==> src/rtl/csacc_pkg.sv <==
package csacc_pkg;

    localparam int NET_W = 10;

    typedef enum logic [1:0] {
        RING_SHIFT = 2'd0,
        RING_FIRST = 2'd1,
        RING_CLEAR = 2'd2
    } ring_op_e;

    typedef struct packed {
        logic sum;
        logic cout;
    } fa_res_t;

    function automatic fa_res_t fa_eval(input logic a, input logic b, input logic cin);
        fa_res_t r;
        r.sum  = a ^ b ^ cin;
        r.cout = (a & b) | (a & cin) | (b & cin);
        return r;
    endfunction

    function automatic ring_op_e op_decode(input logic clr, input logic start);
        if (clr)
            return RING_CLEAR;
        if (start)
            return RING_FIRST;
        return RING_SHIFT;
    endfunction

endpackage

==> src/rtl/csacc_ctrl.sv <==
module csacc_ctrl
    import csacc_pkg::*;
#(
    parameter int RING_LEN = 34
) (
    input  logic     clk,
    input  logic     rst,
    input  logic     clr,
    input  logic     start,
    output ring_op_e op,
    output logic     aligned
);

    localparam int PH_W = $clog2(RING_LEN);
    localparam logic [PH_W-1:0] PH_LAST = PH_W'(RING_LEN - 1);
    localparam logic [PH_W-1:0] PH_ONE  = PH_W'(1);

    logic [PH_W-1:0] phase_q;

    assign op = op_decode(clr, start);

    always_ff @(posedge clk) begin
        if (rst) begin
            phase_q <= '0;
        end else begin
            unique case (op)
                RING_CLEAR: phase_q <= '0;
                RING_FIRST: phase_q <= PH_ONE;
                default:    phase_q <= (phase_q == PH_LAST) ? '0 : phase_q + PH_ONE;
            endcase
        end
    end

    assign aligned = (phase_q == '0);

endmodule

==> src/rtl/csacc_adder.sv <==
module csacc_adder
    import csacc_pkg::*;
(
    input  logic     clk,
    input  logic     rst,
    input  ring_op_e op,
    input  logic     sin,
    input  logic     head,
    output logic     sum
);

    logic    carry_q;
    logic    cin;
    fa_res_t res;

    assign cin = (op == RING_FIRST) ? 1'b0 : carry_q;
    assign res = fa_eval(sin, head, cin);
    assign sum = res.sum;

    always_ff @(posedge clk) begin
        if (rst || op == RING_CLEAR)
            carry_q <= 1'b0;
        else
            carry_q <= res.cout;
    end

endmodule

==> src/rtl/csacc_ring.sv <==
module csacc_ring
    import csacc_pkg::*;
#(
    parameter int RING_LEN = 34
) (
    input  logic                clk,
    input  logic                rst,
    input  ring_op_e            op,
    input  logic                sum_in,
    output logic [RING_LEN-1:0] word
);

    for (genvar i = 0; i < RING_LEN; i++) begin : g_cell
        logic next_bit;
        if (i == RING_LEN - 1) begin : g_tail
            assign next_bit = sum_in;
        end else begin : g_body
            assign next_bit = word[i+1];
        end

        always_ff @(posedge clk) begin
            if (rst || op == RING_CLEAR)
                word[i] <= 1'b0;
            else
                word[i] <= next_bit;
        end
    end

endmodule

==> src/rtl/csacc_net.sv <==
module csacc_net
    import csacc_pkg::*;
#(
    parameter int RING_LEN = 34,
    parameter int NET_LSB  = 8
) (
    input  logic [RING_LEN-1:0] word,
    output logic [NET_W-1:0]    net
);

    localparam int TOP_LO = NET_LSB + NET_W - 1;
    localparam logic [NET_W-1:0] SAT_POS = {1'b0, {(NET_W-1){1'b1}}};
    localparam logic [NET_W-1:0] SAT_NEG = {1'b1, {(NET_W-1){1'b0}}};

    logic fits;

    if (TOP_LO >= RING_LEN - 1) begin : g_no_sat
        assign fits = 1'b1;
    end else begin : g_sat
        logic [RING_LEN-1-TOP_LO:0] top;
        assign top  = word[RING_LEN-1:TOP_LO];
        assign fits = (&top) | ~(|top);
    end

    always_comb begin
        if (fits)
            net = word[NET_LSB +: NET_W];
        else if (word[RING_LEN-1])
            net = SAT_NEG;
        else
            net = SAT_POS;
    end

endmodule

==> src/rtl/circ_serial_acc.sv <==
module circ_serial_acc
    import csacc_pkg::*;
#(
    parameter int OPND_W  = 16,
    parameter int NET_LSB = 8
) (
    input  logic                  clk,
    input  logic                  rst,
    input  logic                  clr,
    input  logic                  start,
    input  logic                  sin,
    output logic                  sout,
    output logic [2*OPND_W+1:0]   acc_word,
    output logic [NET_W-1:0]      net,
    output logic                  aligned
);

    localparam int RING_LEN = 2 * OPND_W + 2;

    ring_op_e op;
    logic     sum_bit;

    csacc_ctrl #(.RING_LEN(RING_LEN)) u_ctrl (
        .clk     (clk),
        .rst     (rst),
        .clr     (clr),
        .start   (start),
        .op      (op),
        .aligned (aligned)
    );

    csacc_adder u_adder (
        .clk  (clk),
        .rst  (rst),
        .op   (op),
        .sin  (sin),
        .head (acc_word[0]),
        .sum  (sum_bit)
    );

    csacc_ring #(.RING_LEN(RING_LEN)) u_ring (
        .clk    (clk),
        .rst    (rst),
        .op     (op),
        .sum_in (sum_bit),
        .word   (acc_word)
    );

    csacc_net #(.RING_LEN(RING_LEN), .NET_LSB(NET_LSB)) u_net (
        .word (acc_word),
        .net  (net)
    );

    assign sout = sum_bit;

endmodule

==> config.mk <==
export PLATFORM = sky130hd
export DESIGN_NAME = circ_serial_acc
export DESIGN_NICKNAME = d
export VERILOG_FILES = /design/src/rtl/csacc_pkg.sv /design/src/rtl/csacc_ctrl.sv /design/src/rtl/csacc_adder.sv /design/src/rtl/csacc_ring.sv /design/src/rtl/csacc_net.sv /design/src/rtl/circ_serial_acc.sv
export SDC_FILE = /design/constraint.sdc
export NUM_CORES = 1
export LEC_CHECK = 0
export BUFFER_PORTS_ARGS = -buffer_cell sky130_fd_sc_hd__buf_4
export CAP_MARGIN = 5
export CORE_MARGIN = 1.5
export CORE_UTILIZATION = 46
export DETAILED_ROUTE_END_ITERATION = 6
export GPL_TIMING_DRIVEN = 1
export PLACE_DENSITY = 0.75
export SYNTH_ARGS = -nofsm -noshare
export SYNTH_HDL_FRONTEND = slang
export SYNTH_SLANG_ARGS = --single-unit
==> constraint.sdc <==
create_clock -name clk -period 1.4 [get_ports clk]
set_input_delay 0.21 -clock clk [delete_from_list [all_inputs] [get_ports clk]]
set_output_delay 0.21 -clock clk [all_outputs]
set_load 0.01 [all_outputs]
==> insert_results.sql, run 1 <==
INSERT INTO impl_metrics (metric_group, metric, value, unit) VALUES
('synth', 'postSynthNetCount', '188', ''),
('timing', 'finalSetupViolCount', '11', ''),
('placed_design', 'place_worst_setup_slack', '-0.459', 'ns'),
('synth', 'ys_seq_area_share', '47.1', '%'),
('global_routing', 'grt_start_max_net_pins', '26', ''),
('timing', 'rsz_0062_raised_after_global_routing', 'yes', ''),
('routing', 'detail_route.wl_per_cell', '11.9', 'um'),
('clocking', 'path_clk_slew', '0.08', 'ns'),
('clocking', 'numClockSinks', '41', ''),
('critical_path', 'timing.critical_path.from_type', 'register', ''),
('critical_path', 'critical_path_buf_inv_count', '2', ''),
('timing', 'max_freq', '0.467', 'GHz'),
('layout', 'nets', '224', ''),
('power', 'totalPowerFinal', '2.30', 'mW'),
('timing', 'tightestPinTransition', '0.316', 'ns'),
('synth', 'netlist_area', '0.00174', 'mm^2'),
('routing', 'vias', '1204', ''),
('global_routing', 'track_usage', '16.0', '%'),
('global_routing', 'first_global_vias', '1083', ''),
('routing', 'ant_nets', '0', ''),
('power', 'total_leakage_power', '1.05', 'nW'),
('timing', 'setup_ws', '-0.741', 'ns'),
('floorplanning', 'ios', '51', ''),
('timing', 'fin_worst_skew', '0.00543', 'ns'),
('critical_path', 'crit_path_max_incr_delay', '0.34', 'ns'),
('global_routing', 'initial_antenna_violation_count', '0', ''),
('critical_path', 'critical_path.max_fanout', '9', ''),
('clocking', 'clock_latency_of_the_later_clocked_register_in_the_worst_skew_pair', '0.29', 'ns'),
('clocking', 'clock-root-buffer', 'sky130_fd_sc_hd__clkbuf_8', ''),
('floorplanning', 'die_w', '64.6', 'um'),
('timing', 'timing_max_transition_violations_final', '0', ''),
('synth', 'synthesis.instances', '179', ''),
('layout', 'final_cell_mix', 'sky130_fd_sc_hd__buf_4, sky130_fd_sc_hd__dfxtp_1, sky130_fd_sc_hd__and2_1, sky130_fd_sc_hd__inv_1, sky130_fd_sc_hd__nor3_1', ''),
('routing', 'via_to_cell_ratio', '4.56', ''),
('critical_path', 'cp-end-kind', 'output pin', ''),
('critical_path', 'ff2ff_setup_slack', '0.05', 'ns'),
('floorplanning', 'core-area', '0.00366', 'mm^2'),
('clocking', 'clk_buf_depth', '2', ''),
('power', 'vdd_ir_drop_max', '1170', 'uV'),
('critical_path', 'worst_r2r_path_depth', '5', ''),
('clocking', 'cts_tree', 'done', ''),
('timing', 'final_period_minus_worst_setup_slack', '2.14', 'ns'),
('critical_path', 'timing.critical_path.arrival', '1.93', 'ns'),
('timing', 'timing.setup.tns', '-6.44', 'ns'),
('placed_design', 'place_congestion', '0.811', ''),
('timing', 'final_hold_viol_count', '0', ''),
('clocking', 'clock_tree.htree_level_count', '2', ''),
('critical_path', 'critical_path_required', '1.19', 'ns'),
('routing', 'iteration_0_drc_markers', '57', ''),
('flow_run', 'max-cap-violations', '0', ''),
('routing', 'routed_wirelength', '3140', 'um'),
('critical_path', 'rr_endpoint', 'u_ctrl.phase_q[5]$_SDFF_PP0_', ''),
('synth', 'yosys_warnings', '0', ''),
('timing', 'final_min_period_over_clock_period', '153', '%'),
('outcome', 'failed_checks', 'negative setup slack', ''),
('placed_design', 'dp_hpwl', '2250', 'um'),
('power', 'power.density_cell_area', '1020', 'mW/mm^2'),
('layout', 'antennaDiodeCount', '0', ''),
('clocking', 'cts_buffers', '5', ''),
('global_routing', 'grt_first_pass_wirelength', '4980', 'um'),
('layout', 'syn_to_final_growth', '28.7', '%'),
('layout', 'layout.filler_cells', '321', ''),
('critical_path', 'worst_path_max_delay_cell', 'sky130_fd_sc_hd__dfxtp_2', ''),
('routing', 'drt_pass1_iterations', '4', ''),
('outcome', 'outcome', 'complete, but fails checks', ''),
('layout', 'drive_above_1_share', '46.3', '%'),
('synth', 'postSynthAreaPerCell', '9.74', 'um^2'),
('critical_path', 'timing.critical_path.max_delay_family', 'simple AND/OR/NAND/NOR gates', ''),
('floorplanning', 'rows', '22', ''),
('min_path', 'hold_depth', '2', ''),
('critical_path', 'crit_path_cell_trace', 'nor4_2 -> nand4_1 -> o41ai_4 -> buf_12 -> mux2i_1 -> buf_4', '');
-- where the power goes --
group          total, mW  internal (mW)  switching (mW)  leakage (nW)
registers           1.17           1.17         0.00416         0.335
logic              0.150         0.0780          0.0719         0.656
clock network      0.974          0.579           0.394        0.0574
-- registers in the layout, indices dropped and copies added (netlist names) --
name,cells
u_ring.word,1
u_ring.g_cell.next_bit,33
u_ctrl.phase_q,6
u_adder.carry_q,1
-- how the worst max path moves through the flow --
stage / start / endpoint / slack (ns) / cells after the start
CTS: u_ring.g_cell[24].next_bit$_SDFF_PP0_ / net[5] / -0.76 / 6
floorplan: u_ring.g_cell[32].next_bit$_SDFF_PP0_ / net[0] / -0.22 / 5
global route: u_ring.g_cell[32].next_bit$_SDFF_PP0_ / net[4] / -0.86 / 6
finish: u_ring.g_cell[20].next_bit$_SDFF_PP0_ / net[4] / -0.74 / 6
detailed placement: u_ring.g_cell[24].next_bit$_SDFF_PP0_ / net[5] / -0.46 / 6
global placement: u_ring.g_cell[32].next_bit$_SDFF_PP0_ / net[5] / -0.47 / 6
-- repair_timing --
item                                   CTS  global route
setup endpoints to repair               11            16
endpoints found under the hold margin    0             0
gates cloned                             0             0
gates resized for setup                 12            12
pin swaps                                1             1
buffers inserted                         1             0
hold buffers                             0             0
-- synth_stat cells --
master / instances / area, um^2
sky130_fd_sc_hd__and2_1: 25 / 156
sky130_fd_sc_hd__and3_1: 1 / 6.26
sky130_fd_sc_hd__and3b_1: 1 / 8.76
sky130_fd_sc_hd__buf_4: 34 / 255
sky130_fd_sc_hd__buf_6: 1 / 11.3
sky130_fd_sc_hd__clkbuf_1: 5 / 18.8
sky130_fd_sc_hd__dfxtp_1: 41 / 821
sky130_fd_sc_hd__dlygate4sd1_1: 1 / 8.76
sky130_fd_sc_hd__fa_1: 1 / 20.0
sky130_fd_sc_hd__ha_1: 3 / 37.5
sky130_fd_sc_hd__inv_1: 16 / 60.1
sky130_fd_sc_hd__mux2i_1: 9 / 90.1
sky130_fd_sc_hd__nand2_1: 2 / 7.51
sky130_fd_sc_hd__nand3_1: 2 / 10.0
sky130_fd_sc_hd__nand4_1: 5 / 31.3
sky130_fd_sc_hd__nor2_1: 8 / 30.0
sky130_fd_sc_hd__nor3_1: 12 / 60.1
sky130_fd_sc_hd__nor4_1: 2 / 12.5
sky130_fd_sc_hd__nor4_2: 2 / 25.0
sky130_fd_sc_hd__o21ai_1: 2 / 10.0
sky130_fd_sc_hd__o41ai_2: 1 / 16.3
sky130_fd_sc_hd__or4_4: 1 / 11.3
sky130_fd_sc_hd__xnor2_1: 2 / 17.5
sky130_fd_sc_hd__xor2_1: 2 / 17.5
-- metal layers --
layer	routed length [um]	vias up	part of all wire, %	GRT usage [%]
li1	-	612	-	-
met1	1500	557	48	20.4
met2	1440	33	46	24.0
met3	175	2	5.6	6.08
met4	27	0	0.86	6.91
met5	0	-	0	0
-- through the flow --
| stage | util, % | hold WS [ns] | instances | cell area [um^2] |
|---|---|---|---|---|
| global placement | 55.7 | 0.438 | 255 | 2040 |
| global route | 61.3 | 0.175 | 264 | 2240 |
| detailed placement | 55.7 | 0.441 | 255 | 2040 |
| finish | 61.3 | 0.181 | 264 | 2240 |
| floorplan | - | 0.281 | 179 | 1740 |
| CTS | 60.0 | 0.163 | 264 | 2200 |
-- cell type report --
type,instances,area [um^2],share of cell area (%)
well taps,48,60.1,2.68
repair buffers,70,549,24.5
clock inverters,2,37.5,1.67
inverters,16,60.1,2.68
clock buffers,6,82.6,3.68
multi-input cells,81,622,27.7
flip-flops and latches,41,832,37.1
-- worst reg2reg max path, delay by kind of cell, from the launching register on --
kind | cells | cell delay, ns
adders and majority gates | 1 | 0.16
buffers and inverters | 1 | 0.05
DFF | 1 | 0.35
and+or+nand+nor | 3 | 0.74
-- cell families after synthesis --
| logic type | synth area share, % |
|---|---|
| buf+inv | 20.3 |
| fa+ha+maj | 3.30 |
| mux | 5.17 |
| compound gates | 1.51 |
| flops | 47.1 |
| xor+xnor | 2.01 |
| simple gates | 20.6 |
Power figures use the tool's default switching activity.
==> run 2: changes to the inputs <==
--- a/config.mk
+++ b/config.mk
@@ -8,10 +8,10 @@
 export BUFFER_PORTS_ARGS = -buffer_cell sky130_fd_sc_hd__buf_4
 export CAP_MARGIN = 5
 export CORE_MARGIN = 1.5
-export CORE_UTILIZATION = 46
+export CORE_UTILIZATION = 50
 export DETAILED_ROUTE_END_ITERATION = 6
 export GPL_TIMING_DRIVEN = 1
-export PLACE_DENSITY = 0.75
+export PLACE_DENSITY = 0.78
 export SYNTH_ARGS = -nofsm -noshare
 export SYNTH_HDL_FRONTEND = slang
 export SYNTH_SLANG_ARGS = --single-unit
==> constraint.sdc (replaced) <==
create_clock -name clk -period 2.2 [get_ports clk]
set_input_delay 0.33 -clock clk [delete_from_list [all_inputs] [get_ports clk]]
set_output_delay 0.33 -clock clk [all_outputs]
set_load 0.01 [all_outputs]
==> run 2 against run 1 <==
  * Hold slack gained 0.064 ns
  * Flip-flop and latch count is the same
  * Die area shrank 7.6%
  * Via count shrank 7.9%
  * Global-route usage grew 1.2 points
  * Critical endpoint is now net[5]
  * Core utilization shrank 1.8 points
  * The run still ends with negative setup slack left
==> insert_results.sql, run 2 (same netlist as run 1, synthesis figures left out) <==
INSERT INTO impl_metrics (metric_group, metric, value, unit) VALUES
('outcome', 'outcome', 'complete, but fails checks', ''),
('outcome', 'failed_checks', 'negative setup slack', ''),
('floorplanning', 'rows', '21', ''),
('floorplanning', 'ios', '51', ''),
('timing', 'final_period_minus_worst_setup_slack', '2.28', 'ns'),
('power', 'totalPowerFinal', '1.20', 'mW'),
('global_routing', 'grt_first_pass_wirelength', '4780', 'um'),
('routing', 'drt_pass1_iterations', '4', ''),
('placed_design', 'placedCellCount', '237', ''),
('power', 'power.internal', '0.935', 'mW'),
('timing', 'final_hold_viol_count', '0', ''),
('timing', 'max_freq', '0.439', 'GHz'),
('timing', 'fin_hold_ws', '0.245', 'ns'),
('critical_path', 'critical_path.max_fanout', '9', ''),
('global_routing', 'grt_start_max_net_pins', '26', ''),
('power', 'power.density_cell_area', '606', 'mW/mm^2'),
('clocking', 'numClockSinks', '41', ''),
('layout', 'drive_above_1_share', '35.9', '%'),
('critical_path', 'cp-end-kind', 'output pin', ''),
('timing', 'timing.setup.tns', '-0.536', 'ns'),
('timing', 'fin_worst_skew', '0.00337', 'ns'),
('global_routing', 'grt_remaining_overflow', '0', ''),
('timing', 'rsz_0062_raised_after_global_routing', 'yes', ''),
('placed_design', 'place_congestion', '0.824', ''),
('power', 'clockPowerShare', '31.0', '%'),
('routing', 'via_to_cell_ratio', '4.55', ''),
('global_routing', 'track_usage', '17.2', '%'),
('floorplanning', 'core-area', '0.00334', 'mm^2'),
('layout', 'final_common_cell', 'sky130_fd_sc_hd__buf_4', ''),
('critical_path', 'critical_path_required', '1.87', 'ns'),
('floorplanning', 'fp.dieH', '62.0', 'um'),
('routing', 'detail_route.wl_per_cell', '12.5', 'um'),
('placed_design', 'dp_hpwl', '2280', 'um'),
('critical_path', 'timing.critical_path.from_type', 'register', ''),
('clocking', 'clk_buf_depth', '2', ''),
('power', 'pwr-share-seq', '62.3', '%'),
('timing', 'max-slew-margin-rel', '85.2', '%'),
('power', 'vdd_ir_drop_max', '359', 'uV'),
('timing', 'setup_ws', '-0.0771', 'ns'),
('power', 'total_leakage_power', '0.918', 'nW'),
('clocking', 'clock-root-buffer', 'sky130_fd_sc_hd__clkbuf_4', ''),
('layout', 'syn_to_final_growth', '13.8', '%'),
('layout', 'nets', '207', ''),
('routing', 'ant_nets', '0', ''),
('timing', 'final_min_period_over_clock_period', '104', '%'),
('routing', 'routed_wirelength', '3040', 'um'),
('placed_design', 'place.port_buffers', '50', ''),
('clocking', 'path_clk_slew', '0.11', 'ns'),
('timing', 'finalSetupViolCount', '9', ''),
('timing', 'tightestPinTransition', '0.220', 'ns'),
('layout', 'largest_register_ff_count', '33', ''),
('clocking', 'post_cts.repair.setup_buffers', '0', ''),
('critical_path', 'worstSetupPathType', 'register to output pin', ''),
('critical_path', 'timing.critical_path.arrival', '1.95', 'ns'),
('floorplanning', 'die_w', '62.0', 'um'),
('clocking', 'clock_tree.htree_level_count', '2', ''),
('floorplanning', 'start_util', '52.2', '%'),
('global_routing', 'first_global_vias', '1048', ''),
('floorplanning', 'floorplan.die_area', '0.00385', 'mm^2'),
('clocking', 'clock_latency_of_the_later_clocked_register_in_the_worst_skew_pair', '0.33', 'ns'),
('routing', 'vias', '1109', ''),
('flow_run', 'max-cap-violations', '0', ''),
('layout', 'antennaDiodeCount', '0', ''),
('timing', 'timing_max_transition_violations_final', '0', ''),
('routing', 'remaining_drcs', '0', ''),
('power', 'power.net_switching', '0.266', 'mW'),
('min_path', 'timing.hold.worst.class', 'input pin to register', ''),
('routing', 'iteration_0_drc_markers', '25', ''),
('power', 'power_switching_share', '22.2', '%'),
('global_routing', 'initial_antenna_violation_count', '0', ''),
('clocking', 'cts_buffers', '5', ''),
('layout', 'final_cell_mix', 'sky130_fd_sc_hd__buf_4, sky130_fd_sc_hd__dfxtp_1, sky130_fd_sc_hd__and2_1, sky130_fd_sc_hd__inv_1, sky130_fd_sc_hd__nor3_1', ''),
('layout', 'instances_no_fill', '244', ''),
('power', 'comb_power_share', '6.7', '%'),
('clocking', 'cts_tree', 'done', '');
==> run 2: cell count changes in the layout (fill, tap and decap cells not counted), moves of 3 or more <==
cell                       before  now
sky130_fd_sc_hd__buf_6          3    0
sky130_fd_sc_hd__inv_1         13   16
sky130_fd_sc_hd__clkbuf_4       0    5
sky130_fd_sc_hd__clkbuf_8       6    1
sky130_fd_sc_hd__buf_4         66   53
sky130_fd_sc_hd__inv_2          3    0
==> run 2: per-stage QoR <==
step           instance area [um^2]  worst slack, ns  util, %
6_report                       1980          -0.0771     59.4
5_1_grt                        1980           -0.218     59.4
4_1_cts                        1970          -0.0955     59.1
3_5_place_dp                   1900            0.262     57.1
3_3_place_gp                   1900            0.293     57.1
2_1_floorplan                  1740            0.462        -
==> run 2: routing by layer <==
layer,routed length [um],share of wire [%],GRT usage [%],vias to the layer above
met3,124,4.1,4.35,2
met1,1360,45,22.7,514
met2,1520,50,26.5,23
met4,35,1.2,7.60,0
li1,-,-,-,570
met5,0,0,0,-
==> run 2: power by group through the flow <==
stage / Clock [mW] / Sequential (mW) / Combinational, mW
2_1_floorplan: 0 / 0.764 / 0.0469
3_3_place_gp: 0 / 0.764 / 0.0786
3_5_place_dp: 0 / 0.765 / 0.0810
4_1_cts: 0.379 / 0.748 / 0.0813
5_1_grt: 0.418 / 0.749 / 0.0886
6_report: 0.372 / 0.748 / 0.0810
==> run 2: final cells by class <==
| class | instances | area (um^2) |
|---|---|---|
| sequential | 41 | 830 |
| clock buffer | 7 | 55.1 |
| fill | 308 | 1350 |
| tap | 46 | 57.6 |
| inverter | 16 | 60.1 |
| multi-input combinational | 81 | 583 |
| timing repair buffer | 53 | 398 |
==> run 2: worst paths after layout <==
check | startpoint | end | slack, ns | depth (start not counted)
worst max-delay path | u_ring.g_cell[16].next_bit$_SDFF_PP0_ | net[5] | -0.08 | 7
worst min-delay path | rst | u_ring.g_cell[32].next_bit$_SDFF_PP0_ | 0.25 | 2
worst max register to register | u_ctrl.phase_q[1]$_SDFF_PP0_ | u_ctrl.phase_q[5]$_SDFF_PP0_ | 0.76 | 5
worst min register to register | u_ring.g_cell[11].next_bit$_SDFF_PP0_ | u_ring.g_cell[10].next_bit$_SDFF_PP0_ | 0.47 | 2
==> run 2: timing repair <==
action	in CTS	in global routing
pin swaps	0	0
endpoints found under the hold margin	0	0
gates resized for setup	6	3
hold buffers	0	0
endpoints found under the setup margin	9	9
==> run 2: critical path, cell delays in order, from the launching register on <==
cell and delay [ns]:
sky130_fd_sc_hd__dfxtp_1 0.41, sky130_fd_sc_hd__nand4_1 0.13, sky130_fd_sc_hd__nor4_1 0.23, sky130_fd_sc_hd__nand4_1 0.15, sky130_fd_sc_hd__o41ai_2 0.07, sky130_fd_sc_hd__buf_4 0.25
sky130_fd_sc_hd__mux2i_1 0.23, sky130_fd_sc_hd__buf_4 0.15
==> run 3: changes to the inputs <==
--- a/config.mk
+++ b/config.mk
@@ -8,10 +8,10 @@
 export BUFFER_PORTS_ARGS = -buffer_cell sky130_fd_sc_hd__buf_4
 export CAP_MARGIN = 5
 export CORE_MARGIN = 1.5
-export CORE_UTILIZATION = 50
+export CORE_UTILIZATION = 25
+export CTS_BUF_LIST = sky130_fd_sc_hd__clkbuf_4 sky130_fd_sc_hd__clkbuf_8
 export DETAILED_ROUTE_END_ITERATION = 6
 export GPL_TIMING_DRIVEN = 1
-export PLACE_DENSITY = 0.78
 export SYNTH_ARGS = -nofsm -noshare
 export SYNTH_HDL_FRONTEND = slang
 export SYNTH_SLANG_ARGS = --single-unit
==> constraint.sdc (replaced) <==
create_clock -name clk -period 2.9 [get_ports clk]
set_input_delay 0.435 -clock clk [delete_from_list [all_inputs] [get_ports clk]]
set_output_delay 0.435 -clock clk [all_outputs]
set_load 0.01 [all_outputs]
==> run 3 against run 2 <==
  * The flow now finishes without violations
  * Sequential share of layout area down 2.4 points
  * Flip-flop and latch count unchanged
  * First-iteration DRC count up 150%
  * Critical path depth down 1
  * Wire length up 9.1%
  * Via count up 2.0%
  * Sequential power down 24%
  * Critical endpoint is now net[1]
  * Largest cell class unchanged
  * Largest power group unchanged
==> insert_results.sql, run 3 (same netlist as run 1, synthesis figures left out) <==
INSERT INTO impl_metrics (metric_group, metric, value, unit) VALUES
('outcome', 'outcome', 'finished, final reports clean', ''),
('critical_path', 'cp-end-kind', 'output pin', ''),
('floorplanning', 'rows', '30', ''),
('critical_path', 'crit_path_cell_trace', 'nor4_1 -> nand4_1 -> o41ai_2 -> buf_4 -> mux2i_1 -> buf_4', ''),
('power', 'totalPowerFinal', '1.17', 'mW'),
('power', 'power.density_cell_area', '562', 'mW/mm^2'),
('timing', 'tightestPinTransition', '0.273', 'ns'),
('clocking', 'cts_tree', 'done', ''),
('flow_run', 'max-cap-violations', '0', ''),
('timing', 'timing_max_transition_violations_final', '0', ''),
('timing', 'setup_ws', '0.494', 'ns'),
('layout', 'layout.core_utilization', '30.8', '%'),
('layout', 'drive_above_1_share', '32.7', '%'),
('timing', 'max-slew-margin-rel', '81.6', '%'),
('clocking', 'clock-root-buffer', 'sky130_fd_sc_hd__clkbuf_8', ''),
('floorplanning', 'ios', '51', ''),
('timing', 'fin_hold_ws', '0.418', 'ns'),
('layout', 'largest_register_ff_count', '33', ''),
('clocking', 'clock_tree.htree_level_count', '2', ''),
('global_routing', 'groute.layer.met3.usage', '3.90', '%'),
('floorplanning', 'core-area', '0.00676', 'mm^2'),
('routing', 'remaining_drcs', '0', ''),
('routing', 'routed_wirelength', '3320', 'um'),
('critical_path', 'timing.critical_path.arrival', '1.97', 'ns'),
('global_routing', 'track_usage', '9.51', '%'),
('critical_path', 'timing.critical_path.from_type', 'register', ''),
('placed_design', 'place.port_buffers', '50', ''),
('critical_path', 'crit_path_max_incr_delay', '0.35', 'ns'),
('routing', 'detail_route.wl_per_cell', '11.9', 'um'),
('clocking', 'postCtsResizedCells', '0', ''),
('routing', 'ant_nets', '0', ''),
('layout', 'final_common_cell', 'sky130_fd_sc_hd__buf_4', ''),
('global_routing', 'grtUsageMet1', '12.4', '%'),
('power', 'clockPowerShare', '46.3', '%'),
('critical_path', 'worstSetupPathType', 'register to output pin', ''),
('layout', 'finalInstanceArea', '0.00208', 'mm^2'),
('clocking', 'clk_buf_depth', '2', ''),
('critical_path', 'timing.critical_path.max_delay_family', 'simple AND/OR/NAND/NOR gates', ''),
('timing', 'final_period_minus_worst_setup_slack', '2.41', 'ns'),
('global_routing', 'groute.layer.met2.usage', '14.5', '%'),
('power', 'total_leakage_power', '0.944', 'nW'),
('layout', 'antennaDiodeCount', '0', ''),
('global_routing', 'busiest_layer', 'met2', ''),
('placed_design', 'place_congestion', '0.703', ''),
('placed_design', 'place_worst_setup_slack', '0.794', 'ns'),
('layout', 'instances_no_fill', '279', ''),
('critical_path', 'worst_path_max_delay_cell', 'sky130_fd_sc_hd__dfxtp_1', ''),
('clocking', 'cts_buffers', '5', ''),
('min_path', 'timing.hold.worst.class', 'input pin to register', ''),
('placed_design', 'placedCellCount', '271', ''),
('critical_path', 'critical_path_required', '2.47', 'ns'),
('global_routing', 'first_global_vias', '1101', ''),
('global_routing', 'grt_start_max_net_pins', '25', ''),
('routing', 'drt_pass1_iterations', '4', ''),
('clocking', 'cts-hold-fix-buffers', '0', ''),
('power', 'pwr-share-seq', '48.4', '%'),
('clocking', 'clock_latency_of_the_later_clocked_register_in_the_worst_skew_pair', '0.28', 'ns'),
('power', 'vdd_ir_drop_max', '260', 'uV'),
('layout', 'final_cell_mix', 'sky130_fd_sc_hd__buf_4, sky130_fd_sc_hd__dfxtp_1, sky130_fd_sc_hd__and2_1, sky130_fd_sc_hd__inv_1, sky130_fd_sc_hd__nor3_1', ''),
('timing', 'timing.setup.tns', '0', 'ns'),
('placed_design', 'placed_cell_area', '0.00195', 'mm^2'),
('clocking', 'numClockSinks', '41', ''),
('global_routing', 'initial_antenna_violation_count', '0', ''),
('timing', 'rsz_0062_raised_after_global_routing', 'no', ''),
('floorplanning', 'die_w', '86.5', 'um'),
('timing', 'fin_worst_skew', '0.00351', 'ns'),
('placed_design', 'dp_hpwl', '2440', 'um'),
('power', 'power_switching_share', '20.1', '%'),
('global_routing', 'grt_remaining_overflow', '0', ''),
('timing', 'max_freq', '0.416', 'GHz'),
('floorplanning', 'floorplan.die_area', '0.00748', 'mm^2'),
('clocking', 'path_clk_slew', '0.08', 'ns'),
('floorplanning', 'fp.dieH', '86.5', 'um'),
('routing', 'via_to_cell_ratio', '4.05', ''),
('critical_path', 'path_common_cell', 'sky130_fd_sc_hd__buf_4', ''),
('power', 'power.internal', '0.935', 'mW'),
('timing', 'finalSetupViolCount', '0', ''),
('timing', 'final_hold_viol_count', '0', ''),
('routing', 'vias', '1131', ''),
('clocking', 'post_cts.repair.setup_buffers', '0', ''),
('critical_path', 'critical_path.max_fanout', '9', ''),
('routing', 'iteration_0_drc_markers', '62', ''),
('timing', 'final_min_period_over_clock_period', '83.0', '%'),
('floorplanning', 'start_util', '25.8', '%'),
('layout', 'syn_to_final_growth', '19.4', '%'),
('power', 'comb_power_share', '5.3', '%'),
('layout', 'layout.filler_cells', '719', ''),
('layout', 'nets', '207', ''),
('power', 'power.net_switching', '0.235', 'mW'),
('global_routing', 'grt_first_pass_wirelength', '5460', 'um'),
('critical_path', 'critical_path_buf_inv_count', '2', '');
run 3: cell count changes in the layout (fill, tap and decap cells not counted):
cell                        change
sky130_fd_sc_hd__clkbuf_8       +4
sky130_fd_sc_hd__clkbuf_1       -1
sky130_fd_sc_hd__bufinv_16      +2
sky130_fd_sc_hd__dfxtp_1        +7
sky130_fd_sc_hd__clkbuf_4       -5
sky130_fd_sc_hd__nor4_4         -1
sky130_fd_sc_hd__clkinv_2       +1
sky130_fd_sc_hd__nor4_1         +1
sky130_fd_sc_hd__dfxtp_2        -7
run 3: metal layers:
layer  wire length, um  vias to the layer above
li1                  -                      572
met1              1560                      519
met2              1490                       40
met3               266                        0
met4                 0                        0
met5                 0                        -
run 3: final timing paths:
kind | start | to | slack [ns] | cells past startpoint
setup / recovery | u_ring.g_cell[20].next_bit$_SDFF_PP0_ | net[1] | 0.49 | 6
hold / removal | rst | u_ring.g_cell[12].next_bit$_SDFF_PP0_ | 0.42 | 2
setup reg to reg | u_ctrl.phase_q[1]$_SDFF_PP0_ | u_ctrl.phase_q[3]$_SDFF_PP0_ | 1.50 | 5
hold reg to reg | u_ring.g_cell[4].next_bit$_SDFF_PP0_ | u_ring.g_cell[3].next_bit$_SDFF_PP0_ | 0.46 | 1
run 3: power groups by stage:
stage               Clock, mW  Sequential, mW  Combinational [mW]
floorplan                   0           0.580              0.0356
global placement            0           0.580              0.0618
detailed placement          0           0.580              0.0624
CTS                     0.559           0.567              0.0628
global route            0.581           0.567              0.0688
finish                  0.542           0.567              0.0617
run 3: area by class of cell:
class	count	area, um^2	area share (%)
clock inverter	3	65.1	3.13
clock buffer	5	68.8	3.31
tap	80	100	4.81
timing repair buffer	53	398	19.1
sequential	41	821	39.4
multi-input combinational	81	568	27.3
inverter	16	60.1	2.89
